[config.mk]
export PLATFORM = sky130hd
export DESIGN_NAME = regread_seq
export DESIGN_NICKNAME = d
export VERILOG_FILES = /design/src/rtl/regread_pkg.sv /design/src/rtl/regread_fetch_ctl.sv /design/src/rtl/regread_capture.sv /design/src/rtl/regread_seq.sv
export SDC_FILE = /design/constraint.sdc
export NUM_CORES = 1
export LEC_CHECK = 0
export ABC_AREA = 0
export BUFFER_PORTS_ARGS = -buffer_cell sky130_fd_sc_hd__buf_4
export CAP_MARGIN = 20
export CORE_MARGIN = 2
export CORE_UTILIZATION = 45
export CTS_CLUSTER_SIZE = 20
export DETAILED_ROUTE_END_ITERATION = 16
export PLACE_DENSITY = 0.84
export SYNTH_ARGS = -nofsm -noshare
export SYNTH_HDL_FRONTEND = slang
export SYNTH_SLANG_ARGS = --single-unit
[constraint.sdc]
create_clock -name clk -period 2.9 [get_ports clk]
set_input_delay 0.29 -clock clk [delete_from_list [all_inputs] [get_ports clk]]
set_output_delay 0.29 -clock clk [all_outputs]
set_load 0.02 [all_outputs]
[src/rtl/regread_pkg.sv]
package regread_pkg;

  localparam int SEQ_LEN   = 11;
  localparam int SEQ_IDX_W = $clog2(SEQ_LEN);

  typedef logic [SEQ_IDX_W-1:0] seq_idx_t;

  typedef enum logic [1:0] {
    ST_IDLE,
    ST_ARMED,
    ST_RUN,
    ST_DONE
  } seq_state_e;

  typedef enum logic [2:0] {
    ROLE_NONE,
    ROLE_FLAGS,
    ROLE_ACC,
    ROLE_XREG,
    ROLE_YREG
  } wr_role_e;

  // Injected routine: PHP; PLP; STA dp $02; STX abs $4440; STY dp $06; BRA -11
  function automatic logic [7:0] seq_byte(input seq_idx_t i);
    case (i)
      seq_idx_t'(0):  return 8'h08;
      seq_idx_t'(1):  return 8'h28;
      seq_idx_t'(2):  return 8'h85;
      seq_idx_t'(3):  return 8'h02;
      seq_idx_t'(4):  return 8'h8E;
      seq_idx_t'(5):  return 8'h40;
      seq_idx_t'(6):  return 8'h44;
      seq_idx_t'(7):  return 8'h84;
      seq_idx_t'(8):  return 8'h06;
      seq_idx_t'(9):  return 8'h80;
      seq_idx_t'(10): return 8'hF5;
      default:        return 8'hEA;
    endcase
  endfunction

  // Which captured register a write belongs to, from the count of program
  // bytes fetched so far: a write follows all bytes of its own instruction.
  function automatic wr_role_e role_of(input seq_idx_t fetched);
    case (fetched)
      seq_idx_t'(1): return ROLE_FLAGS;
      seq_idx_t'(4): return ROLE_ACC;
      seq_idx_t'(7): return ROLE_XREG;
      seq_idx_t'(9): return ROLE_YREG;
      default:       return ROLE_NONE;
    endcase
  endfunction

endpackage

[src/rtl/regread_fetch_ctl.sv]
module regread_fetch_ctl
  import regread_pkg::*;
#(
  parameter int DATA_W = 8
) (
  input  logic              clk,
  input  logic              rst,
  input  logic              cmd_start,
  input  logic              cyc_vld,
  input  logic              cpu_rwb,
  input  logic              cpu_vpa,
  input  logic              cpu_vda,
  output logic              ovr_en,
  output logic [DATA_W-1:0] ovr_data,
  output logic              wr_inh,
  output logic              busy,
  output logic              done,
  output logic              arm,
  output logic              first_fetch,
  output wr_role_e          wr_role,
  output logic              wr_hi
);

  seq_state_e st;
  seq_idx_t   idx;
  logic       hi_pend;

  logic prog_rd, op_rd, wr_cyc, take;

  assign prog_rd     = cyc_vld & cpu_vpa & cpu_rwb;
  assign op_rd       = prog_rd & cpu_vda;
  assign wr_cyc      = cyc_vld & ~cpu_rwb & (st == ST_RUN);
  assign first_fetch = (st == ST_ARMED) & op_rd;
  assign take        = first_fetch | ((st == ST_RUN) & prog_rd);
  assign arm         = cmd_start & ((st == ST_IDLE) | (st == ST_DONE));

  assign ovr_en   = take;
  assign ovr_data = take ? DATA_W'(seq_byte(idx)) : '0;
  assign wr_inh   = (st == ST_RUN) & ~cpu_rwb;
  assign busy     = (st == ST_ARMED) | (st == ST_RUN);
  assign done     = (st == ST_DONE);
  assign wr_role  = wr_cyc ? role_of(idx) : ROLE_NONE;
  assign wr_hi    = hi_pend;

  always_ff @(posedge clk) begin
    if (rst) begin
      st      <= ST_IDLE;
      idx     <= '0;
      hi_pend <= 1'b0;
    end else begin
      case (st)
        ST_IDLE, ST_DONE: begin
          if (cmd_start) begin
            st      <= ST_ARMED;
            idx     <= '0;
            hi_pend <= 1'b0;
          end
        end
        ST_ARMED: begin
          if (op_rd) begin
            st  <= ST_RUN;
            idx <= seq_idx_t'(1);
          end
        end
        ST_RUN: begin
          if (prog_rd) begin
            hi_pend <= 1'b0;
            if (idx == seq_idx_t'(SEQ_LEN - 1)) begin
              st  <= ST_DONE;
              idx <= '0;
            end else begin
              idx <= idx + seq_idx_t'(1);
            end
          end else if (wr_cyc) begin
            hi_pend <= 1'b1;
          end
        end
        default: st <= ST_IDLE;
      endcase
    end
  end

endmodule

[src/rtl/regread_capture.sv]
module regread_capture
  import regread_pkg::*;
#(
  parameter int ADDR_W = 16,
  parameter int BANK_W = 8,
  parameter int DATA_W = 8
) (
  input  logic                clk,
  input  logic                rst,
  input  logic                arm,
  input  logic                first_fetch,
  input  wr_role_e            wr_role,
  input  logic                wr_hi,
  input  logic [ADDR_W-1:0]   cpu_addr,
  input  logic [BANK_W-1:0]   cpu_bank,
  input  logic [DATA_W-1:0]   cpu_din,
  input  logic                cpu_e,
  input  logic                cpu_m,
  input  logic                cpu_x,
  output logic [ADDR_W-1:0]   res_pc,
  output logic [BANK_W-1:0]   res_pbr,
  output logic [ADDR_W-1:0]   res_sp,
  output logic [DATA_W-1:0]   res_p,
  output logic                res_emu,
  output logic [2*DATA_W-1:0] res_a,
  output logic [2*DATA_W-1:0] res_x,
  output logic [2*DATA_W-1:0] res_y,
  output logic [BANK_W-1:0]   res_dbr,
  output logic [ADDR_W-1:0]   res_d
);

  localparam int REG_W   = 2 * DATA_W;
  localparam int N_IREGS = 3;
  localparam logic [ADDR_W-1:0] DP_OFS = ADDR_W'(2);

  logic [REG_W-1:0] ireg [N_IREGS];

  always_ff @(posedge clk) begin
    if (rst || arm) begin
      res_pc  <= '0;
      res_pbr <= '0;
      res_sp  <= '0;
      res_p   <= '0;
      res_emu <= 1'b0;
      res_dbr <= '0;
      res_d   <= '0;
    end else begin
      if (first_fetch) begin
        res_pc  <= cpu_addr;
        res_pbr <= cpu_bank;
      end
      if (wr_role == ROLE_FLAGS && !wr_hi) begin
        res_sp  <= cpu_addr;
        res_p   <= cpu_din;
        res_emu <= cpu_e;
      end
      if (wr_role == ROLE_ACC && !wr_hi)
        res_d <= cpu_addr - DP_OFS;
      if (wr_role == ROLE_XREG && !wr_hi)
        res_dbr <= cpu_bank;
    end
  end

  // One capture slice per stored register; only role and width pin differ.
  for (genvar g = 0; g < N_IREGS; g++) begin : g_ireg
    localparam wr_role_e MY_ROLE = (g == 0) ? ROLE_ACC :
                                   (g == 1) ? ROLE_XREG : ROLE_YREG;
    logic wide;
    assign wide = ~cpu_e & ~((g == 0) ? cpu_m : cpu_x);

    always_ff @(posedge clk) begin
      if (rst || arm) begin
        ireg[g] <= '0;
      end else if (wr_role == MY_ROLE) begin
        if (!wr_hi) begin
          ireg[g] <= {{DATA_W{1'b0}}, cpu_din};
        end else if (wide) begin
          ireg[g][REG_W-1:DATA_W] <= cpu_din;
        end
      end
    end
  end

  assign res_a = ireg[0];
  assign res_x = ireg[1];
  assign res_y = ireg[2];

endmodule

[src/rtl/regread_seq.sv]
module regread_seq
  import regread_pkg::*;
#(
  parameter int ADDR_W = 16,
  parameter int BANK_W = 8,
  parameter int DATA_W = 8
) (
  input  logic                clk,
  input  logic                rst,
  input  logic                cmd_start,
  input  logic                cyc_vld,
  input  logic [ADDR_W-1:0]   cpu_addr,
  input  logic [BANK_W-1:0]   cpu_bank,
  input  logic [DATA_W-1:0]   cpu_din,
  input  logic                cpu_rwb,
  input  logic                cpu_vpa,
  input  logic                cpu_vda,
  input  logic                cpu_e,
  input  logic                cpu_m,
  input  logic                cpu_x,
  output logic                ovr_en,
  output logic [DATA_W-1:0]   ovr_data,
  output logic                wr_inh,
  output logic                busy,
  output logic                done,
  output logic [ADDR_W-1:0]   res_pc,
  output logic [BANK_W-1:0]   res_pbr,
  output logic [ADDR_W-1:0]   res_sp,
  output logic [DATA_W-1:0]   res_p,
  output logic                res_emu,
  output logic [2*DATA_W-1:0] res_a,
  output logic [2*DATA_W-1:0] res_x,
  output logic [2*DATA_W-1:0] res_y,
  output logic [BANK_W-1:0]   res_dbr,
  output logic [ADDR_W-1:0]   res_d
);

  logic     arm, first_fetch, wr_hi;
  wr_role_e wr_role;

  regread_fetch_ctl #(.DATA_W(DATA_W)) u_ctl (
    .clk         (clk),
    .rst         (rst),
    .cmd_start   (cmd_start),
    .cyc_vld     (cyc_vld),
    .cpu_rwb     (cpu_rwb),
    .cpu_vpa     (cpu_vpa),
    .cpu_vda     (cpu_vda),
    .ovr_en      (ovr_en),
    .ovr_data    (ovr_data),
    .wr_inh      (wr_inh),
    .busy        (busy),
    .done        (done),
    .arm         (arm),
    .first_fetch (first_fetch),
    .wr_role     (wr_role),
    .wr_hi       (wr_hi)
  );

  regread_capture #(.ADDR_W(ADDR_W), .BANK_W(BANK_W), .DATA_W(DATA_W)) u_cap (
    .clk         (clk),
    .rst         (rst),
    .arm         (arm),
    .first_fetch (first_fetch),
    .wr_role     (wr_role),
    .wr_hi       (wr_hi),
    .cpu_addr    (cpu_addr),
    .cpu_bank    (cpu_bank),
    .cpu_din     (cpu_din),
    .cpu_e       (cpu_e),
    .cpu_m       (cpu_m),
    .cpu_x       (cpu_x),
    .res_pc      (res_pc),
    .res_pbr     (res_pbr),
    .res_sp      (res_sp),
    .res_p       (res_p),
    .res_emu     (res_emu),
    .res_a       (res_a),
    .res_x       (res_x),
    .res_y       (res_y),
    .res_dbr     (res_dbr),
    .res_d       (res_d)
  );

endmodule

==> metrics <==
CTS tree built; final-stage net count 788; Lkg Pwr 3.156 nW; fillers 922; Post-synth EDFFs 48; Syn Nets 613; hold depth 2; final cycle utilization of the critical path 92.26%; Initial DRC Count 531; initial antenna violation count 0; Multi-input gate area 2211 um2; Worst R2R Path Depth 11; CTS Buffer Depth 2; Seq. cell area 3203 um2; Worst-Margin Slew 911.6 ps; Final HPWL DP 11.34 mm; top cells by area, synth dfxtp_1 (31%), edfxtp_1 (26%), nand2_1 (7.8%), and2_1 (5.6%), a21oi_1 (4.9%); Distinct cells, synth 57; area leader, netlist dfxtp_1; Clock Latency Late Sink 420 ps; first-pass GRT wire length 23.78 mm; Avg WL per Cell 17.25 um; area post-placement 7073 um2; DRT antenna net count 0; CP max stage cell dfxtp_1; Final TNS setup 0 ps; worst-path fanout max 6; clock transition at the registers of the reported paths 60 ps; Yosys Warn Count 0; Finished Cell Area 7669 um2; vias in the first global route 4631; Top Ports 175; RSZ-0062 raised after global routing false; critical path buffer and inverter count 2; Syn-to-layout area delta 36.96%; Post-CTS Hold Fix Bufs 0; TritonCTS buffer count 17; sequential fraction of the synthesis area 57.21%; delay-heaviest family, CP compound AO/OA/AOI/OAI gates; clk root buf clkbuf_16; Relative slew margins 39.06%; min Tclk post-route 2676 ps; status finished, final reports clean; critical-path cell list inv_1 -> ha_1 -> and2b_1 -> a221o_1 -> a221oi_2 -> nor2_1 -> inv_1 -> ha_1 -> nor2_1 -> o211ai_1 -> o311a_1; H-tree depth 4; Worst Hold End u_cap.res_dbr[7]; Max VDD drop 0.0004782 V; Crit path required time 3200 ps; Die Span Y 115.5 um; Synth async-reset ratio 0%; Setup Skew 9.556 ps; Resize count post-CTS 0; site row count 40; grt ovf 0; Final setup viols 0; DR DRC count 0; gr usage total 23.42%; Worst Setup End Kind flop; final wirelength 15.80 mm; global placement routability congestion 0.9146; DIE WIDTH 115.5 um; Yosys reg bits 136; total of max-cap violations 0; Max Clk Rate 0.3738 GHz; startpoint types flop; IO Port Bufs 174; Syn Inst Count 560; R2R Path Start u_ctl.st[0]; proportion of layout cells with a drive suffix above 1 30.48%; max incr delay on CP 380 ps; Final Slew Violations 0; Clock Sink Count 136; synthesized cell area 5599 um2; Tightest Hold Check Type in -> reg; Avg Cell Area, Syn 9.998 um2; n_diodes 0; die area 13350 um2; Fin. Hold Viols 0; drt first pass iters 5; Placeable Area 12060 um2; vias 4873; R2R Setup Slk 220 ps; pwr/cell area 721.1 nW/um2; post-synth top area share 31.46%; routed vias/inst 5.320; Worst Hold Launch cpu_bank[7]; top_reg_cell synth dfxtp_1; Worst EP arrival 2980 ps; setup bufs post-CTS 0; Starting Density 46.42%; largest net degree at the start of global routing 42; crit path kind reg -> reg
## cell usage in the layout, fill, tap and decap left out, types with 13 or more instances in the layout
master	n
dfxtp_1	88
nor2b_1	14
edfxtp_1	48
a21oi_1	55
and2_1	50
inv_1	13
nand2_1	117
buf_4	186
clkbuf_16	18
nor2_1	15
## per-stage QoR
step / total power, mW / cells / utilization (%) / worst slack [ps] / hold slack (ps)
2_1_floorplan: 2.971 / 560 / - / 282.1 / 405.5
3_3_place_gp: 3.360 / 884 / 58.64 / 369.2 / 437.6
3_5_place_dp: 3.395 / 884 / 58.64 / 256.6 / 446.3
4_1_cts: 5.542 / 916 / 63.58 / 243.1 / 81.90
5_1_grt: 5.725 / 916 / 63.58 / 62.09 / 89.78
6_report: 5.530 / 916 / 63.58 / 224.4 / 91.93
## flip-flops by register name, indices dropped and copies added (netlist names), named ones only
register       count
u_cap.res_d       16
u_cap.res_pc      16
u_ctl.st           2
u_cap.res_dbr      8
u_cap.res_sp      16
u_cap.res_pbr      8
u_cap.res_emu      1
u_cap.res_p        8
u_ctl.wr_hi        1
u_ctl.idx          4
u_cap.ireg        48
## cell usage after synthesis, types with 4 or more instances
library cell and count:
a21oi_1 55, a22o_1 10, and2_1 50, clkbuf_1 21
dfxtp_1 88, edfxtp_1 48, ha_1 11, inv_1 13
mux2i_1 4, nand2_1 117, nand2b_1 5, nand4_1 4
nor2_1 15, nor2b_1 14, nor3_1 7, nor4_1 5
o21ai_0 11, o21ai_1 6, or3_1 4, or4_1 4
xnor2_1 9
## power breakdown
part	internal (mW)	switching, mW	leakage [nW]	total, mW
clock	1.33	0.833	0.295	2.16
sequential	2.15	0.0707	1.23	2.22
combinational	0.410	0.735	1.63	1.14
## logic make-up after synthesis
kind of cell,synth area share [%]
adder cells (fa/ha/maj),2.458
multiplexers,0.9162
AO/OA/AOI/OAI,12.45
flip-flops,57.21
AND/OR/NAND/NOR,21.77
XOR/XNOR,1.721
buffers and inverters,3.486
## cell type report
type	count	share of cell area [%]
Clock buffer	20	5.972
Clock inverter	12	1.795
Inverter	14	0.6853
Multi-Input combinational cell	380	28.83
Sequential cell	136	41.77
Tap cell	168	2.741
Timing Repair Buffer	186	18.21
## per-layer routing
metal / global-route usage [%] / share of wire, % / wire length [um] / up-vias
met5: 0 / 0 / 0 / -
met4: 13.82 / 4.3 / 673 / 0
met3: 5.753 / 7.4 / 1171 / 52
met2: 38.75 / 49 / 7765 / 239
met1: 27.69 / 39 / 6188 / 2287
li1: - / - / - / 2295
## worst max-delay path by stage
stage / from / endpoint / slack, ps / depth (start not counted)
6_report: u_ctl.st[0] / flop / 220 / 11
3_5_place_dp: u_ctl.st[0] / flop / 260 / 11
4_1_cts: u_ctl.st[0] / flop / 240 / 11
2_1_floorplan: u_ctl.st[0] / flop / 280 / 12
3_3_place_gp: u_ctl.st[0] / flop / 370 / 11
5_1_grt: u_ctl.st[0] / flop / 60 / 11
(Power assumes the default switching activity.)
